--- config.mk ---
export PLATFORM = sky130hd
export DESIGN_NAME = irqc_top
export DESIGN_NICKNAME = d
export VERILOG_FILES = /design/src/rtl/irqc_pkg.sv /design/src/rtl/irqc_regs.sv /design/src/rtl/irqc_arb.sv /design/src/rtl/irqc_top.sv
export SDC_FILE = /design/constraint.sdc
export NUM_CORES = 1
export LEC_CHECK = 0
export ABC_CLOCK_PERIOD_IN_PS = 1400
export CAP_MARGIN = 25
export CELL_PAD_IN_SITES_DETAIL_PLACEMENT = 0
export CELL_PAD_IN_SITES_GLOBAL_PLACEMENT = 1
export CORE_MARGIN = 3
export CORE_UTILIZATION = 23
export CTS_CLUSTER_DIAMETER = 200
export DETAILED_ROUTE_END_ITERATION = 7
export PLACE_DENSITY = 0.73
export SLEW_MARGIN = 20
export SYNTH_ARGS = -nofsm -noshare
export SYNTH_HDL_FRONTEND = slang
export SYNTH_SLANG_ARGS = --single-unit
--- constraint.sdc ---
create_clock -name clk -period 1.4 [get_ports clk]
set_input_delay 0.14 -clock clk [delete_from_list [all_inputs] [get_ports clk]]
set_output_delay 0.14 -clock clk [all_outputs]
set_load 0.01 [all_outputs]
--- src/rtl/irqc_pkg.sv ---
package irqc_pkg;

    localparam int NSRC   = 6;
    localparam int DATA_W = 8;
    localparam int ADDR_W = 8;

    localparam logic [ADDR_W-1:0] ADDR_WORD_A = 8'h0B;
    localparam logic [ADDR_W-1:0] ADDR_WORD_B = 8'h1E;

    // Source indices; a lower index has higher priority
    localparam int SRC_USB  = 0;
    localparam int SRC_T0   = 1;
    localparam int SRC_T1   = 2;
    localparam int SRC_SER  = 3;
    localparam int SRC_PLAY = 4;
    localparam int SRC_REC  = 5;

    typedef struct packed {
        logic            master;
        logic [NSRC-1:0] en;
        logic [NSRC-1:0] flag;
    } irq_state_t;

    // Vector table: four bytes per source, starting at 0x04
    function automatic logic [DATA_W-1:0] vec_of(input int idx);
        return DATA_W'((idx + 1) * 4);
    endfunction

endpackage

--- src/rtl/irqc_regs.sv ---
module irqc_regs
    import irqc_pkg::*;
(
    input  logic              clk,
    input  logic              rst,
    input  logic              wr_en,
    input  logic [ADDR_W-1:0] wr_addr,
    input  logic [DATA_W-1:0] wr_data,
    input  logic [ADDR_W-1:0] rd_addr,
    input  logic [NSRC-1:0]   hw_set,
    input  logic [NSRC-1:0]   ack_clr,
    output irq_state_t        st,
    output logic [DATA_W-1:0] rd_data
);

    irq_state_t st_nxt;

    always_comb begin
        st_nxt = st;
        if (wr_en && wr_addr == ADDR_WORD_A) begin
            st_nxt.master        = wr_data[0];
            st_nxt.en[SRC_USB]   = wr_data[1];
            st_nxt.en[SRC_T0]    = wr_data[2];
            st_nxt.en[SRC_T1]    = wr_data[3];
            st_nxt.flag[SRC_USB] = wr_data[4];
            st_nxt.flag[SRC_T0]  = wr_data[5];
            st_nxt.flag[SRC_T1]  = wr_data[6];
        end
        if (wr_en && wr_addr == ADDR_WORD_B) begin
            st_nxt.en[SRC_PLAY]   = wr_data[0];
            st_nxt.en[SRC_SER]    = wr_data[1];
            st_nxt.en[SRC_REC]    = wr_data[2];
            st_nxt.flag[SRC_PLAY] = wr_data[4];
            st_nxt.flag[SRC_SER]  = wr_data[5];
            st_nxt.flag[SRC_REC]  = wr_data[6];
        end
        // Acceptance beats a software write; a hardware event beats both
        if (|ack_clr) begin
            st_nxt.master = 1'b0;
        end
        st_nxt.flag = (st_nxt.flag & ~ack_clr) | hw_set;
    end

    always_ff @(posedge clk) begin
        if (rst) begin
            st <= '0;
        end else begin
            st <= st_nxt;
        end
    end

    always_comb begin
        case (rd_addr)
            ADDR_WORD_A: rd_data = {1'b0, st.flag[SRC_T1], st.flag[SRC_T0],
                                    st.flag[SRC_USB], st.en[SRC_T1],
                                    st.en[SRC_T0], st.en[SRC_USB], st.master};
            ADDR_WORD_B: rd_data = {1'b0, st.flag[SRC_REC], st.flag[SRC_SER],
                                    st.flag[SRC_PLAY], 1'b0, st.en[SRC_REC],
                                    st.en[SRC_SER], st.en[SRC_PLAY]};
            default:     rd_data = '0;
        endcase
    end

endmodule

--- src/rtl/irqc_arb.sv ---
module irqc_arb
    import irqc_pkg::*;
#(
    parameter int N = NSRC
) (
    input  logic [N-1:0]      pend,
    input  logic              gate,
    output logic [N-1:0]      grant,
    output logic              any,
    output logic [DATA_W-1:0] vec
);

    logic [N-1:0] elig;
    logic [N:0]   taken;

    assign elig     = gate ? pend : '0;
    assign taken[0] = 1'b0;

    for (genvar i = 0; i < N; i++) begin : g_prio
        assign grant[i]   = elig[i] & ~taken[i];
        assign taken[i+1] = taken[i] | elig[i];
    end

    assign any = taken[N];

    always_comb begin
        vec = '0;
        for (int i = 0; i < N; i++) begin
            if (grant[i]) begin
                vec = vec_of(i);
            end
        end
    end

endmodule

--- src/rtl/irqc_top.sv ---
module irqc_top
    import irqc_pkg::*;
(
    input  logic              clk,
    input  logic              rst,
    input  logic              wr_en,
    input  logic [ADDR_W-1:0] wr_addr,
    input  logic [DATA_W-1:0] wr_data,
    input  logic [ADDR_W-1:0] rd_addr,
    output logic [DATA_W-1:0] rd_data,
    input  logic [3:0]        usb_evt,
    input  logic [1:0]        tmr_ovf,
    input  logic              ser_evt,
    input  logic              play_evt,
    input  logic              rec_evt,
    input  logic              stack_full,
    input  logic              call_take,
    output logic              call_req,
    output logic [DATA_W-1:0] call_vec,
    output logic              wake_req
);

    irq_state_t      st;
    logic [NSRC-1:0] hw_set;
    logic [NSRC-1:0] grant;
    logic [NSRC-1:0] ack_clr;
    logic            master_q;
    logic [NSRC-1:0] flag_q;

    always_comb begin
        hw_set           = '0;
        hw_set[SRC_USB]  = |usb_evt;
        hw_set[SRC_T0]   = tmr_ovf[0];
        hw_set[SRC_T1]   = tmr_ovf[1];
        hw_set[SRC_SER]  = ser_evt;
        hw_set[SRC_PLAY] = play_evt;
        hw_set[SRC_REC]  = rec_evt;
    end

    assign ack_clr = call_take ? grant : '0;

    irqc_regs u_regs (
        .clk     (clk),
        .rst     (rst),
        .wr_en   (wr_en),
        .wr_addr (wr_addr),
        .wr_data (wr_data),
        .rd_addr (rd_addr),
        .hw_set  (hw_set),
        .ack_clr (ack_clr),
        .st      (st),
        .rd_data (rd_data)
    );

    irqc_arb #(.N(NSRC)) u_arb (
        .pend  (st.flag & st.en),
        .gate  (st.master & ~stack_full),
        .grant (grant),
        .any   (call_req),
        .vec   (call_vec)
    );

    assign master_q = st.master;
    assign flag_q   = st.flag;
    assign wake_req = |st.flag;

endmodule

==> impl_summary.md <==
Drt
The routed layout has 1138 vias. After detailed routing, the number of remaining DRC violations is 0. The detail-routed via count per cell is 4.76. In this run, the number of DRC markers left after iteration 0 of detailed routing was 33. The detailed-routing iteration count for the pre-antenna-repair pass is 4. The final routed wire length divided by cell count is 14.5 µm. Wires add up to 3.46 mm. The detail route stage leaves a number of antenna-violating nets equal to 0.

Logic synthesis
The count of mapped cells out of synthesis is 107. Summing every instance area after synthesis gives 908 µm². After synthesis, flip-flops and latches occupy 28.7% of the total area. The post-synthesis register bit count is 13. For this run, the number of Yosys warnings is 0. The largest total area in the synthesized netlist belongs to sky130_fd_sc_hd__dfxtp_1.

The area fraction of the dominant cell type after synthesis is 28.7%. The average cell area after synthesis is 8.49 µm². Synthesis instantiated 38 different standard cells from the library. In the post-synthesis netlist, the biggest area contributors are sky130_fd_sc_hd__dfxtp_1, sky130_fd_sc_hd__mux2i_1, sky130_fd_sc_hd__a22o_1.

Critical path
In this run the critical register-to-register path is captured at u_regs.st[3]$_SDFF_PP0_. The most common cell type on the critical path is sky130_fd_sc_hd__buf_6. For this design, the slowest cell found on the critical path is sky130_fd_sc_hd__or4_4.

In this run the critical register-to-register path is launched from u_regs.st[6]$_SDFFE_PP0P_. The number of cells on the worst reg-to-reg path is 6. The critical path goes through buf_6, or4_4, nor4b_4, buf_4, buf_6, buf_6, a22o_1, buf_2. The worst setup slack for register-to-register paths is -0.09 ns.

STA puts the critical path data arrival time at 1.56 ns. In this run the worst path has a maximum fanout of 2. The number of buffers and inverters on the critical path is 5.

The setup path with the least slack is of type input pin to primary output. The endpoint class of the critical path is a primary output. The kind of start point of the critical path is an input pin. For this run, the slowest stage of the critical path takes 0.55 ns. The cell family contributing the most delay on the critical path is simple AND/OR/NAND/NOR gates. Data on the critical path is required at its endpoint by 1.26 ns. Tracing the worst setup path back leads to its startpoint at rd_addr[6].

Global routing
The initial antenna violation count was 0. After global routing the overflow that remains totals 0. The overall routing resource usage is 15.4%. The wire length of the first global-routing pass is 5.47 mm. The via count of the first global-routing pass was 1197. The largest net degree at the start of global routing is 10.

Outcome
The run finished, with violations left. The final reports fail on negative setup slack.

Finish
In the final layout, the registers with the most flip-flops are u_regs.st: 13 flops. The net count reported at finish is 230. The multi-input combinational cells in the finished layout cover a total of 697 µm². Once layout is complete, the utilization of the core stands at 48.1%.

The sequential cell area is 269 µm². The share of cells above drive strength 1 is 45.0%. The number of antenna diodes in the final layout is 0. The register with the most flip-flops in the layout has 13 of them. The top cell types in the final layout, fill and taps aside, are sky130_fd_sc_hd__buf_4, sky130_fd_sc_hd__clkdlybuf4s50_1, sky130_fd_sc_hd__buf_2. The register bank with the most flops is u_regs.st. The fill cell total of the finished layout is 373. The leading cell type in the layout, fill and taps excluded is sky130_fd_sc_hd__buf_4. Compared with the post-synthesis result, the final layout area differs by 98.2%.

Floorplan
The initial utilization of the core area, before any placement, comes to 24.3%. The die is 68.8 µm tall. The cell row count is 22. In this run the count of I/O pins placed on the die edge is 56. The die is 68.8 µm wide. The die area is 0.00474 mm².

The total area inside the core boundary comes to 0.00374 mm².

Power and ir drop
The cell leakage power is 0.786 nW. After layout, the design draws a total of 0.956 mW. The peak ir drop on the vdd network is 297 µV. The total power per unit cell area is 531 mW/mm².

Timing
For the final database, setup skew stands at 0.00932 ns. Setup total negative slack on the finished layout was measured at -2.15 ns. The number of pins exceeding their max-slew limit in the final report is 0. The worst path uses 121% of the clock period. In the post-route analysis, the smallest setup slack over all paths is -0.300 ns. Derived from the worst setup path, the maximum achievable clock frequency is 588 MHz. Setup repair after global routing could not meet its margin everywhere. The smallest clock period supported by the final layout is computed as 1.70 ns. The setup violation total in the final timing report is 11. The final hold slack is 0.438 ns. The hold violation total from the final report was 0.

Clock tree
TritonCTS built the clock tree. The number of buffers between clock root and the deepest sink is 2. The tree built by TritonCTS fans out to 13 sinks. The clock root buffer is sky130_fd_sc_hd__clkbuf_8. The number of H-tree levels is 1.

The number of clock buffers added by TritonCTS is 3. The source-to-sink clock delay at the later pin of the worst-skew pair is 0.24 ns. After clock tree synthesis, the clock-pin slew on the worst setup and hold paths is 0.06 ns.

Placement
The final weighted congestion in routability-driven placement is 0.804. The HPWL reported at the end of detailed placement is 2.72 mm. The number of buffers added on ports is 48. The worst slack at placement is -0.998 ns.

Flow run
The number of maximum-capacitance constraint violations is 0.

Hold path
The path class of the lowest-slack min-delay path is input pin to register. The hold-critical path endpoint is u_regs.st[1]$_SDFF_PP0_. The worst hold path passes through 5 cells.

The startpoint of the tightest hold check path is wr_addr[4].
==> area by class of cell <==
class	count	share of cell area [%]
clock buffers	4	2.50
inverters	2	0.417
multi-input cells	86	38.7
flip-flops and latches	13	14.9
well taps	48	3.34
repair buffers	86	40.1
==> worst reg2reg max path, stage by stage, from the launching register on <==
cell,delay [ns]
sky130_fd_sc_hd__dfxtp_2,0.32
sky130_fd_sc_hd__a222oi_1,0.40
sky130_fd_sc_hd__buf_4,0.20
sky130_fd_sc_hd__buf_6,0.10
sky130_fd_sc_hd__nand2_4,0.04
sky130_fd_sc_hd__o31a_1,0.24
sky130_fd_sc_hd__o21a_1,0.10
==> synth_stat cells, drive strengths merged <==
master	instances
and3b	2
conb	1
or4	1
and3	2
nand2b	1
a21oi	7
a211oi	3
a221oi	1
nand2	9
mux2	2
o21a	1
nand4	2
and4b	1
a41o	1
nor3	2
mux2i	8
a21boi	1
o221a	1
nor4b	2
a22oi	1
buf	7
o221ai	1
a22o	7
nand3	6
clkbuf	4
and2	2
o31a	1
dfxtp	13
a222oi	1
nand4b	1
nor4	2
nor2	9
inv	2
nor3b	2
==> per-stage QoR <==
stage          area, µm²  cells
5_1_grt             1800    239
4_1_cts             1750    238
2_1_floorplan        927    112
6_report            1800    239
3_3_place_gp        1630    228
3_5_place_dp        1630    228
==> cell families after synthesis <==
kind of cell / after synthesis / share of synthesized area (%)
flip-flops: 13 / 28.7
other: 1 / 0.413
AND/OR/NAND/NOR: 44 / 29.1
multiplexers: 10 / 11.3
AO/OA/AOI/OAI: 26 / 21.9
buffers and inverters: 13 / 8.68
==> worst max-delay path by stage <==
| stage | slack (ns) | depth (start not counted) | end |
|---|---|---|---|
| after floorplan | 0.001 | 5 | u_regs.st[3]$_SDFF_PP0_ |
| after global placement | -0.93 | 5 | rd_data[6] |
| after detailed placement | -1.0 | 5 | rd_data[5] |
| after CTS | -0.38 | 9 | rd_data[2] |
| after global routing | -0.37 | 8 | rd_data[2] |
| final | -0.30 | 8 | rd_data[2] |
==> layer usage <==
metal / vias to the layer above / track usage [%] / part of all wire [%] / wire, µm
met5: - / 0 / 0 / 0
met3: 6 / 1.94 / 6.3 / 218
li1: 562 / - / - / -
met1: 531 / 17.5 / 42 / 1450
met2: 39 / 28.8 / 50 / 1720
met4: 0 / 5.60 / 2.1 / 73
==> timing repair <==
item	in CTS	in global routing
pin swaps	17	8
hold buffers	0	0
buffers inserted	6	1
setup endpoints to repair	20	15
gates resized for setup	100	9
==> power breakdown <==
part	switching [mW]	internal, mW	leakage, nW
clock	0.134	0.201	0.0228
sequential	0.0135	0.385	0.109
combinational	0.0805	0.142	0.654
total	0.228	0.728	0.786
No activity file was read; power rests on OpenSTA's default activity.
